<file path="src/rtl/comp_pair_driver.sv">
module comp_pair_driver #(
  parameter int DT_W = 8
) (
  input  logic            clk,
  input  logic            rst_n,
  input  logic            pwm_ref,
  input  logic [DT_W-1:0] dead_ticks,
  input  logic            hi_pol,
  input  logic            lo_pol,
  input  logic            hi_en,
  input  logic            lo_en,
  input  logic            arm_set,
  input  logic            arm_clr,
  input  logic            idle_hi,
  input  logic            idle_lo,
  input  logic            idle_hiz,
  input  logic            brk_in,
  input  logic            brk_pol,
  input  logic            brk_flag_clr,
  output logic            pad_hi,
  output logic            pad_hi_oe,
  output logic            pad_lo,
  output logic            pad_lo_oe,
  output logic            arm_state,
  output logic            brk_flag
);
  localparam logic [DT_W-1:0] AGE_MAX = {DT_W{1'b1}};

  logic            ref_q;
  logic [DT_W-1:0] age;
  logic [DT_W-1:0] age_nx;
  logic            dt_hi;
  logic            dt_lo;
  logic            arm;
  logic            flag;
  logic            brk_act;
  logic            settled;
  logic            live;

  assign brk_act = (brk_in == brk_pol);
  assign age_nx  = (pwm_ref != ref_q) ? '0 : ((age == AGE_MAX) ? age : age + 1'b1);
  assign settled = (age_nx >= dead_ticks);

  always_ff @(posedge clk) begin
    if (!rst_n) begin
      ref_q <= 1'b0;
      age   <= '0;
      dt_hi <= 1'b0;
      dt_lo <= 1'b0;
    end else begin
      ref_q <= pwm_ref;
      age   <= age_nx;
      dt_hi <= pwm_ref & settled;
      dt_lo <= ~pwm_ref & settled;
    end
  end

  always_ff @(posedge clk) begin
    if (!rst_n) begin
      arm  <= 1'b0;
      flag <= 1'b0;
    end else begin
      if (brk_act)      arm <= 1'b0;
      else if (arm_set) arm <= 1'b1;
      else if (arm_clr) arm <= 1'b0;
      if (brk_act)           flag <= 1'b1;
      else if (brk_flag_clr) flag <= 1'b0;
    end
  end

  assign live      = arm & ~brk_act;
  assign pad_hi    = live ? ((hi_en & dt_hi) ^ hi_pol) : idle_hi;
  assign pad_lo    = live ? ((lo_en & dt_lo) ^ lo_pol) : idle_lo;
  assign pad_hi_oe = live | ~idle_hiz;
  assign pad_lo_oe = live | ~idle_hiz;
  assign arm_state = arm;
  assign brk_flag  = flag;
endmodule


</file>
<file path="config.mk">
export PLATFORM = sky130hd
export DESIGN_NAME = comp_pair_driver
export DESIGN_NICKNAME = d
export VERILOG_FILES = /design/src/rtl/comp_pair_driver.sv
export SDC_FILE = /design/constraint.sdc
export NUM_CORES = 1
export LEC_CHECK = 0
export ABC_CLOCK_PERIOD_IN_PS = 3400
export BUFFER_PORTS_ARGS = -buffer_cell sky130_fd_sc_hd__buf_4
export CORE_AREA = 2 2 50 52
export CTS_CLUSTER_DIAMETER = 50
export CTS_CLUSTER_SIZE = 40
export DETAILED_ROUTE_END_ITERATION = 6
export DIE_AREA = 0 0 52 54
export SLEW_MARGIN = 40
export SYNTH_ARGS = -nofsm -noshare
export SYNTH_HDL_FRONTEND = slang
export SYNTH_SLANG_ARGS = --single-unit
</file>
<file path="constraint.sdc">
create_clock -name clk -period 3.4 [get_ports clk]
set_input_delay 0.68 -clock clk [delete_from_list [all_inputs] [get_ports clk]]
set_output_delay 0.68 -clock clk [all_outputs]
set_load 0.03 [all_outputs]
</file>
==> run_results.csv <==
group,metric,value,unit
timing,max_freq,419,MHz
clock_tree,htree_num_levels,1,
clock_tree,cts_buffers,3,
timing,rsz0062_at_grt,"false",
synth,synth-seq-cells,13,
grt,grt_antenna_before_repair,0,
synth,syn_area,838,sq um
route,drc_errors,0,
placement,gp_congestion,0.862,
route,avgViaCountPerCell,4.58,
placement,place_hpwl,1550,um
pwr,p_leak,0.000504,uW
worst_hold_path,hold_path.class,"reg2reg",
clock_tree,cts_resized,0,
grt,grt_start_max_net_pins,8,
final_layout,layout.nets,169,
clock_tree,ctsHoldBuffers,0,
clock_tree,cts.path.max_buffers,2,
synth,syn_nets,137,
critical_path,path_buf_inv,0,
synth,avgSynthCellArea,7.98,sq um
final_layout,num_antenna_cells,0,
critical_path,crit_slowest_cell,"a2111o_1",
placement,port_buffers,28,
critical_path,cp_cell_sequence,"ha_1 > nand4_2 > nor2_4 > xnor2_1 > nand2_1 > ha_1 > nand2b_1 > a2111o_1 > a21oi_1 > nor3b_1",
critical_path,crit_family,"simple AND/OR/NAND/NOR gates",
synth,synth_cell_types,28,
clock_tree,clk_pin_slew,0.08,ns
status,outcome,"finished clean",
route,dr.pass1.iters,4,
flow_run,maxCapViolCount,0,
synth,synth_seq_area_share,0.310,
synth,synth_flop_cell,"dfxtp_1",
final_layout,mostFrequentLayoutCells,"buf_4 (28), nor2_1 (18), dfxtp_1 (13), inv_1 (10)",
floorplanning,dieArea,0.00281,sq mm
floorplanning,die_w,52,um
clock_tree,clk_latency,0.27,ns
critical_path,worst_setup_path_start_kind,"flip-flop",
pwr,p_per_area,293,mW/mm^2
synth,synth_edf_count,0,
critical_path,arrival,2.54,ns
timing,fin_crit_sh,0.701,
synth,yosysWarnings,0,
timing,setup_ws,1.02,ns
timing,worstMarginPinSlew,0.455,ns
floorplanning,core-area,0.00232,sq mm
critical_path,path_common_cell,"ha_1",
placement,pre_cts_ws,1.01,ns
critical_path,required,3.56,ns
clock_tree,cts_tree,"built",
timing,fin_crit,2.38,ns
clock_tree,post-cts-setup-buffer-count,0,
timing,whs,0.514,ns
floorplanning,ios,29,
clock_tree,clock_sinks,13,
clock_tree,root_buffer,"clkbuf_4",
timing,setup_viol,0,
floorplanning,row_count,18,
floorplanning,initial_core_util,0.361,
synth,async_reset_ff_frac,0,
critical_path,critPathMaxStageDelay,0.40,ns
timing,drv_slew,0,
final_layout,drive_above_1_share,0.257,
critical_path,critPathCaptureType,"flip-flop",
grt,grtUsageTotal,0.140,
grt,grt_pass1_vias,704,
timing,slew-limit-headroom,0.696,
floorplanning,die_h,54,um
critical_path,path_class,"reg2reg",
route,vias,760,
final_layout,area_growth,31.8,%
route,wl_per_cell,10.6,um
timing,finalHoldViolations,0,
pwr,vdd_drop_max,0.173,mV
route,postRouteAntennaNets,0,
final_layout,mostFrequentLayoutCell,"buf_4",
synth,synthCells,105,
grt,grt_pass1_wl,2880,um
grt,grt_overflow,0,
timing,setup_tns,0,ns
timing,finalClockSkew,0.00304,ns
route,routed_wl,1770,um
critical_path,cp_max_fo,5,
route,initialDrtViolationCount,8,
==> tightest hold or removal path, cell delays in order (launching register included) <==
cell and delay, ns:
dfxtp_1 0.32, nand2b_1 0.06, a21boi_0 0.08
==> logic make-up after synthesis <==
| family | synth area share |
|---|---|
| compound gates | 0.116 |
| mux | 0.0358 |
| flops | 0.310 |
| buf+inv | 0.0537 |
| fa+ha+maj | 0.134 |
| simple gates | 0.276 |
| xor+xnor | 0.0731 |
==> stage by stage <==
stage	util	std cells	instance area, sq um	power (uW)
2_1_floorplan	-	105	838	203
3_3_place_gp	0.465	162	1080	236
3_5_place_dp	0.465	162	1080	238
4_1_cts	0.476	166	1100	330
5_1_grt	0.476	166	1100	341
6_report	0.476	166	1100	324
==> where the power goes <==
group	internal, uW	switching [uW]	total, uW
clock	45.4	45.9	91.3
combinational	37.3	35.7	73.0
sequential	156	3.54	160
total	239	85.2	324
==> cell usage after synthesis, drive strengths merged (3+ instances only) <==
cell | count | area share
nor2 | 19 | 0.094
dfxtp | 13 | 0.31
inv | 10 | 0.045
ha | 9 | 0.13
nand2 | 9 | 0.040
a21oi | 7 | 0.042
xor2 | 5 | 0.052
nand2b | 4 | 0.030
o21ai | 4 | 0.024
mux2i | 3 | 0.036
nand3 | 3 | 0.024
nor3 | 3 | 0.018
==> flip-flops by register name, indices dropped and copies added, names as in the netlist <==
| signal | flops |
|---|---|
| age | 8 |
| arm_state | 1 |
| brk_flag | 1 |
| dt_hi | 1 |
| dt_lo | 1 |
| ref_q | 1 |
==> routing by layer <==
metal  wire length (um)  vias up  track usage
met3                 23        2       0.0167
met5                  0        -            0
met1                752      339        0.157
met4                 19        0       0.0658
li1                   -      414            -
met2                972        5        0.262
==> worst paths after layout <==
kind,start,endpoint,slack (ns),cells after the start
setup / recovery,age[1],dt_lo,1.02,10
hold / removal,brk_flag,brk_flag,0.51,2
setup reg to reg,age[1],dt_lo,1.02,10
hold reg to reg,brk_flag,brk_flag,0.51,2
==> area by class of cell <==
type	count	area (sq um)
Timing Repair Buffer	28	210
Tap cell	30	37.5
Multi-Input combinational cell	81	533
Clock buffer	4	26.3
Sequential cell	13	260
Inverter	10	37.5
Fill cell	233	1210
Note: power is estimated with default switching activity, not from simulation.
